==> src/rtl/pcint_pkg.sv <==
package pcint_pkg;
  typedef enum logic [1:0] {
    SNS_LOW  = 2'b00,
    SNS_ANY  = 2'b01,
    SNS_FALL = 2'b10,
    SNS_RISE = 2'b11
  } sense_e;

  localparam int unsigned EN_EXT_BIT  = 0;
  localparam int unsigned EN_GRP0_BIT = 4;
  localparam int unsigned EN_GRP1_BIT = 5;

  localparam int unsigned FLG_EXT  = 0;
  localparam int unsigned FLG_GRP0 = 1;
  localparam int unsigned FLG_GRP1 = 2;
  localparam int unsigned NSRC     = 3;

  localparam logic [2:0] ADDR_EN   = 3'd0;
  localparam logic [2:0] ADDR_SNS  = 3'd1;
  localparam logic [2:0] ADDR_MSK0 = 3'd2;
  localparam logic [2:0] ADDR_MSK1 = 3'd3;
  localparam logic [2:0] ADDR_FLG  = 3'd4;
endpackage

==> src/rtl/pin_sync.sv <==
module pin_sync #(
  parameter int unsigned W = 13
) (
  input  logic         clk_i,
  input  logic         rst_ni,
  input  logic [W-1:0] pad_i,
  output logic [W-1:0] cur_o,
  output logic [W-1:0] prev_o
);
  logic [W-1:0] s1_q, s2_q, prev_q;

  // Per-bit synchronizer plus previous-sample stage. All stages update every clock.
  for (genvar i = 0; i < W; i++) begin : g_bit
    always_ff @(posedge clk_i or negedge rst_ni) begin
      if (!rst_ni) begin
        s1_q[i]   <= 1'b0;
        s2_q[i]   <= 1'b0;
        prev_q[i] <= 1'b0;
      end else begin
        s1_q[i]   <= pad_i[i];
        s2_q[i]   <= s1_q[i];
        prev_q[i] <= s2_q[i];
      end
    end
  end

  assign cur_o  = s2_q;
  assign prev_o = prev_q;
endmodule

==> src/rtl/ext_sense.sv <==
module ext_sense
  import pcint_pkg::*;
(
  input  logic   clk_i,
  input  logic   rst_ni,
  input  logic   cur_i,
  input  logic   prev_i,
  input  sense_e sense_i,
  input  logic   en_i,
  input  logic   clr_i,
  output logic   flag_o,
  output logic   level_o
);
  logic evt, flag_q;

  always_comb begin
    unique case (sense_i)
      SNS_ANY:  evt = cur_i ^ prev_i;
      SNS_FALL: evt = prev_i & ~cur_i;
      SNS_RISE: evt = ~prev_i & cur_i;
      default:  evt = 1'b0;
    endcase
  end

  // Set wins over clear.
  always_ff @(posedge clk_i or negedge rst_ni) begin
    if (!rst_ni)            flag_q <= 1'b0;
    else if (en_i && evt)   flag_q <= 1'b1;
    else if (clr_i)         flag_q <= 1'b0;
  end

  assign flag_o  = flag_q;
  assign level_o = (sense_i == SNS_LOW) && !cur_i;

  p_level_no_latch_r3: assert property (@(posedge clk_i) disable iff (!rst_ni)
    (sense_i == SNS_LOW) |=> !$rose(flag_o));

  p_no_set_disabled_r6: assert property (@(posedge clk_i) disable iff (!rst_ni)
    !en_i |=> !$rose(flag_o));
endmodule

==> src/rtl/pcint_group.sv <==
module pcint_group #(
  parameter int unsigned W = 8
) (
  input  logic         clk_i,
  input  logic         rst_ni,
  input  logic [W-1:0] cur_i,
  input  logic [W-1:0] prev_i,
  input  logic [W-1:0] mask_i,
  input  logic         en_i,
  input  logic         clr_i,
  output logic         flag_o
);
  logic         hit, flag_q;
  logic [W-1:0] chg;

  assign chg = (cur_i ^ prev_i) & mask_i;
  assign hit = en_i && (|chg);

  always_ff @(posedge clk_i or negedge rst_ni) begin
    if (!rst_ni)     flag_q <= 1'b0;
    else if (hit)    flag_q <= 1'b1;
    else if (clr_i)  flag_q <= 1'b0;
  end

  assign flag_o = flag_q;

  p_masked_no_flag_r6: assert property (@(posedge clk_i) disable iff (!rst_ni)
    (!en_i || mask_i == '0) |=> !$rose(flag_o));

  p_set_beats_clear_r10: assert property (@(posedge clk_i) disable iff (!rst_ni)
    (en_i && (cur_i != prev_i) && ((cur_i ^ prev_i) & mask_i) != '0 && clr_i) |=> flag_o);
endmodule

==> src/rtl/ext_pcint_ctrl.sv <==
module ext_pcint_ctrl
  import pcint_pkg::*;
#(
  parameter int unsigned N_GRP0 = 8,
  parameter int unsigned N_GRP1 = 4,
  parameter int unsigned AW     = 3,
  parameter int unsigned DW     = 8
) (
  input  logic                     clk_i,
  input  logic                     rst_ni,
  input  logic                     gie_i,
  input  logic                     ext_pin_i,
  input  logic [N_GRP0+N_GRP1-1:0] pin_i,
  input  logic                     reg_we_i,
  input  logic [AW-1:0]            reg_addr_i,
  input  logic [DW-1:0]            reg_wdata_i,
  output logic [DW-1:0]            reg_rdata_o,
  input  logic [NSRC-1:0]          ack_i,
  output logic                     ext_irq_o,
  output logic                     grp0_irq_o,
  output logic                     grp1_irq_o
);
  localparam int unsigned NPINS = N_GRP0 + N_GRP1;
  localparam int unsigned NSYNC = NPINS + 1;

  logic              en_ext_q, en_g0_q, en_g1_q;
  sense_e            sense_q;
  logic [N_GRP0-1:0] mask0_q;
  logic [N_GRP1-1:0] mask1_q;
  logic [NSYNC-1:0]  cur, prev;
  logic [NSRC-1:0]   flags, clr;
  logic              level_act;

  function automatic logic hit(input logic [AW-1:0] a, input logic [2:0] ref_a);
    return reg_we_i && (a == AW'(ref_a));
  endfunction

  always_ff @(posedge clk_i or negedge rst_ni) begin
    if (!rst_ni) begin
      en_ext_q <= 1'b0;
      en_g0_q  <= 1'b0;
      en_g1_q  <= 1'b0;
      sense_q  <= SNS_LOW;
      mask0_q  <= '0;
      mask1_q  <= '0;
    end else begin
      if (hit(reg_addr_i, ADDR_EN)) begin
        en_ext_q <= reg_wdata_i[EN_EXT_BIT];
        en_g0_q  <= reg_wdata_i[EN_GRP0_BIT];
        en_g1_q  <= reg_wdata_i[EN_GRP1_BIT];
      end
      if (hit(reg_addr_i, ADDR_SNS))  sense_q <= sense_e'(reg_wdata_i[1:0]);
      if (hit(reg_addr_i, ADDR_MSK0)) mask0_q <= reg_wdata_i[N_GRP0-1:0];
      if (hit(reg_addr_i, ADDR_MSK1)) mask1_q <= reg_wdata_i[N_GRP1-1:0];
    end
  end

  for (genvar k = 0; k < NSRC; k++) begin : g_clr
    assign clr[k] = ack_i[k] | (hit(reg_addr_i, ADDR_FLG) & reg_wdata_i[k]);
  end

  pin_sync #(.W(NSYNC)) u_sync (
    .clk_i  (clk_i),
    .rst_ni (rst_ni),
    .pad_i  ({ext_pin_i, pin_i}),
    .cur_o  (cur),
    .prev_o (prev)
  );

  ext_sense u_ext (
    .clk_i   (clk_i),
    .rst_ni  (rst_ni),
    .cur_i   (cur[NPINS]),
    .prev_i  (prev[NPINS]),
    .sense_i (sense_q),
    .en_i    (en_ext_q),
    .clr_i   (clr[FLG_EXT]),
    .flag_o  (flags[FLG_EXT]),
    .level_o (level_act)
  );

  pcint_group #(.W(N_GRP0)) u_grp0 (
    .clk_i  (clk_i),
    .rst_ni (rst_ni),
    .cur_i  (cur[N_GRP0-1:0]),
    .prev_i (prev[N_GRP0-1:0]),
    .mask_i (mask0_q),
    .en_i   (en_g0_q),
    .clr_i  (clr[FLG_GRP0]),
    .flag_o (flags[FLG_GRP0])
  );

  pcint_group #(.W(N_GRP1)) u_grp1 (
    .clk_i  (clk_i),
    .rst_ni (rst_ni),
    .cur_i  (cur[NPINS-1:N_GRP0]),
    .prev_i (prev[NPINS-1:N_GRP0]),
    .mask_i (mask1_q),
    .en_i   (en_g1_q),
    .clr_i  (clr[FLG_GRP1]),
    .flag_o (flags[FLG_GRP1])
  );

  always_comb begin
    reg_rdata_o = '0;
    unique case (reg_addr_i)
      AW'(ADDR_EN): begin
        reg_rdata_o[EN_EXT_BIT]  = en_ext_q;
        reg_rdata_o[EN_GRP0_BIT] = en_g0_q;
        reg_rdata_o[EN_GRP1_BIT] = en_g1_q;
      end
      AW'(ADDR_SNS):  reg_rdata_o = DW'(sense_q);
      AW'(ADDR_MSK0): reg_rdata_o = DW'(mask0_q);
      AW'(ADDR_MSK1): reg_rdata_o = DW'(mask1_q);
      AW'(ADDR_FLG):  reg_rdata_o = DW'(flags);
      default:        reg_rdata_o = '0;
    endcase
  end

  assign ext_irq_o  = gie_i & en_ext_q & (flags[FLG_EXT] | level_act);
  assign grp0_irq_o = gie_i & en_g0_q & flags[FLG_GRP0];
  assign grp1_irq_o = gie_i & en_g1_q & flags[FLG_GRP1];

  p_reserved_zero_r2: assert property (@(posedge clk_i) disable iff (!rst_ni)
    (reg_addr_i == AW'(ADDR_EN)) |-> (reg_rdata_o & 8'hCE) == '0);

  p_irq_needs_gie_r8: assert property (@(posedge clk_i) disable iff (!rst_ni)
    (ext_irq_o || grp0_irq_o || grp1_irq_o) |-> gie_i);
endmodule

==> config.mk <==
export PLATFORM = sky130hd
export DESIGN_NAME = ext_pcint_ctrl
export DESIGN_NICKNAME = d
export VERILOG_FILES = /design/src/rtl/pcint_pkg.sv /design/src/rtl/pin_sync.sv /design/src/rtl/ext_sense.sv /design/src/rtl/pcint_group.sv /design/src/rtl/ext_pcint_ctrl.sv
export SDC_FILE = /design/constraint.sdc
export NUM_CORES = 1
export LEC_CHECK = 0
export CORE_ASPECT_RATIO = 0.6
export CORE_MARGIN = 5
export CORE_UTILIZATION = 48
export CTS_BUF_LIST = sky130_fd_sc_hd__clkbuf_8
export CTS_CLUSTER_SIZE = 20
export DETAILED_ROUTE_END_ITERATION = 7
export MAX_ROUTING_LAYER = met4
export PLACE_DENSITY = 0.78
export SYNTH_ARGS = -nofsm -noshare
export SYNTH_HDL_FRONTEND = slang
export SYNTH_SLANG_ARGS = --single-unit
==> constraint.sdc <==
create_clock -name clk_i -period 1.21 [get_ports clk_i]
set_input_delay 0.121 -clock clk_i [delete_from_list [all_inputs] [get_ports clk_i]]
set_output_delay 0.121 -clock clk_i [all_outputs]
set_load 0.02 [all_outputs]
==> results by group, run 1 <==
Run status
  • Status: finished, violations left
  • Violated checks: setup timing

Worst setup path
  • CP peak stage delay: 380 ps
  • Arr. time, crit path: 1360 ps
  • Worst-path cell chain: mux2i_1, nor3_1, a21oi_1, o21ai_1, buf_4
  • Worst path required time: 1090 ps
  • Worst r2r src: u_sync.cur_o[12]$_DFF_PN0_
  • Slowest CP cell: dfrtp_1
  • Critical path endpoint category: output port
  • Startpoint types: flop
  • Crit. Startpoint: u_ext.flag_o$_DFFE_PN0P_
  • Crit path kind: flop to output port
  • Crit-path max FO: 2

Synthesis
  • Synthesized Nets: 186
  • Syn Inst Count: between 150 and 200
  • Syn_area_per_cell: 14.7 um2
  • #FFs+latches synth: 59
  • Share of the synthesized area in the top cell type: 65.7%
  • Dominant synthesized flop cell: dfrtp_1
  • Sequential-to-total area share from yosys stat: around two thirds
  • Ys Warns: 0
  • Largest cells by area after synthesis: dfrtp_1, mux2_4, mux2_2, xor2_1, a22oi_1
  • Number of synthesized flops with an enable pin: 0
  • Synth async-reset ratio: 100%
  • Synth cell types: 31
  • Post-Syn Area: 0.00225 mm2
  • Largest area contributor in the netlist: dfrtp_1

Final layout
  • Filler Cell Count: ~320
  • Synth-to-Final Area Change: 44.1%
  • Non-Filler Instances: 303
  • Final core area utilization: roughly 70%
  • Antenna diode count: 0
  • Most common cell after layout, fill and taps aside: dfrtp_1
  • Most frequent cells in the layout: dfrtp_1, buf_4, clkdlybuf4s50_1
  • Layout Nets: 270
  • Layout cell share with drive strength beyond 1: 41.3%

Timing
  • Final worst setup slack: -274 ps
  • Post-route clock skew: 4.15 ps
  • Rel. slew slack: about 79%
  • RSZ-0062 raised after global routing: yes
  • Slew of the pin with the lowest slew margin: slightly above 300 ps
  • Setup violators final: 10
  • Fin Setup TNS: -1050 ps
  • Fin crit share: 123%
  • Pins over their slew limit: 0
  • Fin crit period: 1480 ps
  • Fmax: 674 MHz
  • Fin. Hold Viols: 0

Routing
  • Via Count: 1,507
  • Avg Vias per Cell: 4.97
  • Final wirelength: 5070 um
  • Post-route DRC: 0
  • Detailed-router iteration count before antenna repair: 4
  • Antenna Nets Post-Route: 0
  • Iteration-0 DRC Markers: 68
  • Avg WL per Cell: 16.7 um

Power and ir drop
  • P_sw: between 0.001 and 0.0015 W
  • Combinational Power Share: 21.2%
  • Clk pwr share: about a third
  • PwrDens: 1620 mW/mm2
  • Power Internal: between 0.003 and 0.004 W
  • Leak: 1.50 nW
  • Seq pwr share: between 40% and 50%
  • Worst VDD drop: 0.00128 V
  • Sw frac: 24.3%

Floorplanning
  • IO Pins: 42
  • Total core area: 0.00454 mm2
  • Die W: 98.4 um
  • Die area: 0.00620 mm2
  • Die span in y: 63.0 um
  • Initial core utilization: 49.5%
  • # rows: 19

CTS
  • Clk root buf: clkbuf_8
  • Cts bufs inserted: 9
  • Clock tree buffer depth: 2
  • Clock insertion delay at the later pin of the skew report: 330 ps
  • Clk sinks: 59
  • CTS tree: yes
  • Worst-path clk slew: 60 ps
  • Clock H-tree levels: 3

Global routing
  • Largest net degree at the start of global routing: 60
  • Total grt overflow: 0
  • Vias in the first global route: 1,748
  • Antenna violations before repair: 0
  • Total GRT Usage: 19.0%
  • First-pass GRT wire length: 8720 um

Placed design
  • Post-DP HPWL: 3650 um
  • # placed instances: 283
  • Routability cong.: 0.895
  • Buffers on Ports: 41

Min path
  • Min-delay worst type: input pin to flop
  • Worst Min Path Start: pin_i[0]

Flow run
  • Total of max-cap violations: 0
[layout make-up]
type | instances | area, um2 | area share, %
Clock inverter | 2 | 35.0 | 1.08
Multi-Input combinational cell | 84 | 783 | 24.2
Inverter | 6 | 22.5 | 0.695
Clock buffer | 12 | 165 | 5.10
Tap cell | 63 | 78.8 | 2.43
Timing Repair Buffer | 77 | 679 | 21.0
Sequential cell | 59 | 1480 | 45.6
[per-layer routing]
metal	wire [um]	vias to the layer above	part of all wire, %	GRT usage (%)
met5	0	-	0	-
met4	53	0	1.0	5.11
met3	276	5	5.4	7.80
met2	2450	43	48	29.5
met1	2290	754	45	23.1
li1	-	705	-	-
[sequential cells by signal (all words and copies together) (netlist names)]
signal / flops
en_g1_q: 1
mask1_q: 4
en_ext_q: 1
u_ext.flag_o: 1
en_g0_q: 1
u_grp0.flag_o: 1
mask0_q: 8
u_sync.s1_q: 13
u_sync.prev_o: 13
sense_q: 2
u_grp1.flag_o: 1
u_sync.cur_o: 13
[repair_timing]
item                                   4_1_cts  5_1_grt
endpoints found under the hold margin       59        0
setup endpoints to repair                   31       20
hold buffers                                 1        0
pin swaps                                    6        5
resized for setup                           76       12
buffers inserted                             3        3
[power groups by stage]
| stage | logic [W] | clock network (W) | registers, W |
|---|---|---|---|
| final | 0.00111 | 0.00178 | 0.00235 |
| after global routing | 0.00120 | 0.00195 | 0.00238 |
| after CTS | 0.00107 | 0.00184 | 0.00234 |
| after detailed placement | 0.00100 | 0 | 0.00237 |
| after global placement | 0.000969 | 0 | 0.00236 |
| after floorplan | 0.000422 | 0 | 0.00235 |
[final timing paths]
kind | depth (start not counted) | slack [ps] | endpoint
worst max-delay path | 5 | -270 | reg_rdata_o[0]
worst min-delay path | 1 | 230 | u_sync.s1_q[0]$_DFF_PN0_
worst max register to register | 5 | -180 | u_ext.flag_o$_DFFE_PN0P_
worst min register to register | 0 | 350 | u_sync.cur_o[9]$_DFF_PN0_
max in group asynchronous | 3 | 630 | u_sync.prev_o[12]$_DFF_PN0_
min in group asynchronous | 3 | 330 | u_sync.cur_o[0]$_DFF_PN0_
[cell families after synthesis]
family / count (synthesis) / share of synthesized area [%]
AOI/OAI and AO/OA: 18 / 6.07
xor gates and xnor gates: 12 / 4.67
adders and majority gates: 2 / 1.11
buffers and inverters: 10 / 2.56
DFF: 59 / 65.7
muxes: 23 / 12.6
and+or+nand+nor: 29 / 7.35
[synth_stat cells, types with 2 or more instances]
master	number
ha_1	2
a22oi_1	8
nor2_1	4
a32o_1	3
nor3_1	5
dfrtp_1	59
buf_6	2
mux2i_1	5
inv_1	5
mux2_2	10
o21ai_0	2
and3_1	4
xor2_1	12
nand2_1	6
nand2b_1	2
nor2_2	2
mux2_4	8
[stage by stage]
| step | hold WS, ps | power [W] | setup slack (ps) | area, um2 |
|---|---|---|---|---|
| floorplan | -175 | 0.00277 | -93.3 | 2250 |
| global placement | 137 | 0.00333 | -823 | 2940 |
| detailed placement | 154 | 0.00337 | -948 | 2940 |
| CTS | 208 | 0.00525 | -297 | 3200 |
| global route | 201 | 0.00552 | -349 | 3240 |
| finish | 225 | 0.00525 | -274 | 3240 |
[critical path: cells and delay by family, from the launching register on]
family,cells,cell delay [ps]
AOI/OAI and AO/OA,2,250
buffers and inverters,1,170
DFF,1,380
muxes,1,170
and+or+nand+nor,1,60
Power figures use the tool's default switching activity.
==> inputs of run 2 (changes only) <==
Settings changed: CORE_MARGIN 5 to not set, MAX_ROUTING_LAYER met4 to not set, SLEW_MARGIN set to 10.
==> run 2 against run 1 <==
The run still ends with setup timing left. Clock power rose by 7%. First-iteration DRC count decreased by 13%. Largest power group unchanged. Highest routed layer unchanged. Sequential share of layout area rose by 0.36 points. Die area decreased by 20%. Clock skew grew 0.53 ps. Critical path type unchanged. Utilization increased by 3.5 points. Worst setup slack better by 25 ps. Cell area fell by 0.62%. Register-to-register slack about the same. Non-clock buffer count is 2 lower. Worst hold slack improved by 1.7 ps. Critical path depth unchanged.
==> results by group, run 2 (same netlist as run 1, synthesis figures left out) <==
Timing
  • Fin crit share: 121% (-2.1 points)
  • Final worst setup slack: -249 ps (+25.1 ps)
  • Setup violators final: 10 (unchanged)
  • Slew of the pin with the lowest slew margin: 504 ps (+196 ps)
  • RSZ-0062 raised after global routing: yes
  • Post-route clock skew: 4.68 ps (+0.531 ps)
  • Fin crit period: 1460 ps (-25.1 ps)
  • Fmax: 685 MHz (+1.7%)
  • Rel. slew slack: 66.4% (-13 points)
  • Fin. Hold Viols: 0 (unchanged)
  • Pins over their slew limit: 0 (unchanged)

Global routing
  • Largest net degree at the start of global routing: 27 (-55%)
  • Total GRT Usage: 21.6% (+2.7 points)
  • Vias in the first global route: 1,582 (-9.5%)
  • Antenna violations before repair: 0 (unchanged)
  • First-pass GRT wire length: 7630 um (-12%)
  • Total grt overflow: 0 (unchanged)

Final layout
  • Antenna diode count: 0 (unchanged)
  • Filler Cell Count: 281 (-12%)
  • Most common cell after layout, fill and taps aside: dfrtp_1
  • Layout Nets: 268 (-0.74%)
  • Final core area utilization: 74.9% (+3.5 points)
  • Synth-to-Final Area Change: 43.2%
  • Most frequent cells in the layout: dfrtp_1, buf_4, clkdlybuf4s50_1
  • Final instance area: 0.00322 mm2 (-0.62%)
  • Non-Filler Instances: 300 (-0.99%)
  • Layout cell share with drive strength beyond 1: 40.8% (-0.42 points)

Worst setup path
  • CP peak stage delay: 380 ps (about the same)
  • Worst path required time: 1090 ps (about the same)
  • Critical path endpoint category: output port
  • Crit-path max FO: 2 (unchanged)
  • Slowest CP cell: dfrtp_1
  • Startpoint types: flop
  • Arr. time, crit path: 1340 ps (-20 ps)
  • Crit path kind: flop to output port
  • Worst-path cell chain: mux2i_1, nor3_1, a21oi_1, o21ai_1, buf_2

Power and ir drop
  • Worst VDD drop: 0.00115 V (-9.9%)
  • P_sw: 0.00133 W (+4.1%)
  • Sw frac: 25.0% (+0.70 points)
  • Seq pwr share: 44.4% (-0.4 points)
  • Total power: 0.00531 W (+1.2%)
  • Clk pwr share: 35.9% (+1.9 points)
  • Power Internal: 0.00398 W (+0.29%)
  • Combinational Power Share: 19.6% (-1.6 points)
  • Leak: 1.49 nW (-0.63%)
  • PwrDens: 1650 mW/mm2 (+1.9%)

Min path
  • Min-delay worst type: input pin to flop

Routing
  • Final wirelength: 4880 um (-3.7%)
  • Avg WL per Cell: 16.3 um (-2.7%)
  • Post-route DRC: 0 (unchanged)
  • Avg Vias per Cell: 5.07 (+1.9%)
  • Antenna Nets Post-Route: 0 (unchanged)
  • Iteration-0 DRC Markers: 59 (-13%)
  • Via Count: 1,521 (+0.93%)
  • Detailed-router iteration count before antenna repair: 4 (unchanged)

CTS
  • Clk sinks: 59 (unchanged)
  • Worst-path clk slew: 70 ps (about the same)
  • Clock tree buffer depth: 2 (unchanged)
  • Clock H-tree levels: 3 (unchanged)
  • Clk root buf: clkbuf_8
  • CTS tree: yes
  • Clock insertion delay at the later pin of the skew report: 320 ps (about the same)
  • Cts bufs inserted: 9 (unchanged)

Placed design
  • Routability cong.: 0.901 (+0.69%)
  • Buffers on Ports: 41 (unchanged)
  • # placed instances: 281 (-0.71%)
  • Placed Area: 0.00296 mm2 (+0.55%)
  • Post-DP HPWL: 3490 um (-4.3%)

Floorplanning
  • Die W: 90.4 um (-8.1%)
  • Total core area: 0.00430 mm2 (-5.3%)
  • Die span in y: 55.0 um (-13%)
  • IO Pins: 42 (unchanged)
  • Die area: 0.00497 mm2 (-20%)
  • Initial core utilization: 52.3% (+2.8 points)
  • # rows: 18 (-1)

Run status
  • Status: finished, violations left
  • Violated checks: setup timing

Flow run
  • Total of max-cap violations: 0 (unchanged)
[run 2: cell count changes in the layout (fill, tap and decap cells not counted), moves of 2 or more]
cell        previous run  this run
buf_6                  8         4
clkbuf_8              12         9
clkinvlp_4             0         2
dfrtp_1               59        57
dfrtp_2                0         2
nor2_2                 0         2
nor2_4                 2         0
[run 2: worst paths after layout]
check                                           start                    endpoint  slack [ps]  cells past startpoint
max                          u_ext.flag_o$_DFFE_PN0P_              reg_rdata_o[0]        -250                      5
min                                          pin_i[8]    u_sync.s1_q[8]$_DFF_PN0_         230                      1
max reg2reg                u_sync.cur_o[12]$_DFF_PN0_    u_ext.flag_o$_DFFE_PN0P_        -190                      5
min reg2reg                 u_sync.s1_q[12]$_DFF_PN0_  u_sync.cur_o[12]$_DFF_PN0_         350                      0
max in group asynchronous                      rst_ni  u_sync.prev_o[5]$_DFF_PN0_         410                      3
min in group asynchronous                      rst_ni  u_sync.prev_o[8]$_DFF_PN0_         290                      2
[run 2: area by class of cell]
| cell class | count | area (um2) | share of cell area [%] |
|---|---|---|---|
| Sequential cell | 59 | 1480 | 45.9 |
| Clock buffer | 9 | 124 | 3.85 |
| Inverter | 6 | 22.5 | 0.699 |
| Timing Repair Buffer | 75 | 663 | 20.6 |
| Multi-Input combinational cell | 84 | 764 | 23.7 |
| Tap cell | 60 | 75.1 | 2.33 |
| Clock inverter | 7 | 92.6 | 2.87 |
[run 2: through the flow]
| stage | hold WS (ps) | setup slack, ps | TNS (ps) |
|---|---|---|---|
| final | 227 | -249 | -975 |
| after global placement | 96.0 | -771 | -18480 |
| after global routing | 204 | -322 | -1550 |
| after detailed placement | 111 | -814 | -19010 |
| after floorplan | -175 | -93.3 | -93.3 |
| after CTS | 218 | -240 | -1000 |
[run 2: power groups by stage]
stage               clock network [W]  registers (W)  logic (W)
finish                        0.00191        0.00236    0.00104
global route                  0.00203        0.00238    0.00113
CTS                           0.00193        0.00235    0.00100
detailed placement                  0        0.00238   0.000975
global placement                    0        0.00237   0.000942
floorplan                           0        0.00235   0.000422
[run 2: metal layers]
layer	global-route usage, %	part of all wire [%]	vias to the layer above
li1	-	-	702
met1	26.5	44	752
met2	35.9	48	54
met3	9.15	6.5	13
met4	6.99	1.8	0
met5	0	0	-
[run 2: worst max-delay path: cells and delay by family (launching register included)]
family / cells / cell delay (ps)
multiplexers: 1 / 180
buffers and inverters: 1 / 160
flip-flops: 1 / 380
AND/OR/NAND/NOR: 1 / 80
AO/OA/AOI/OAI: 2 / 220
[run 2: what timing repair did]
item | CTS | global route
pin swaps | 6 | 2
hold buffers | 1 | 0
endpoints found under the setup margin | 31 | 20
buffers inserted | 1 | 1
endpoints found under the hold margin | 16 | 0
gates resized for setup | 70 | 9
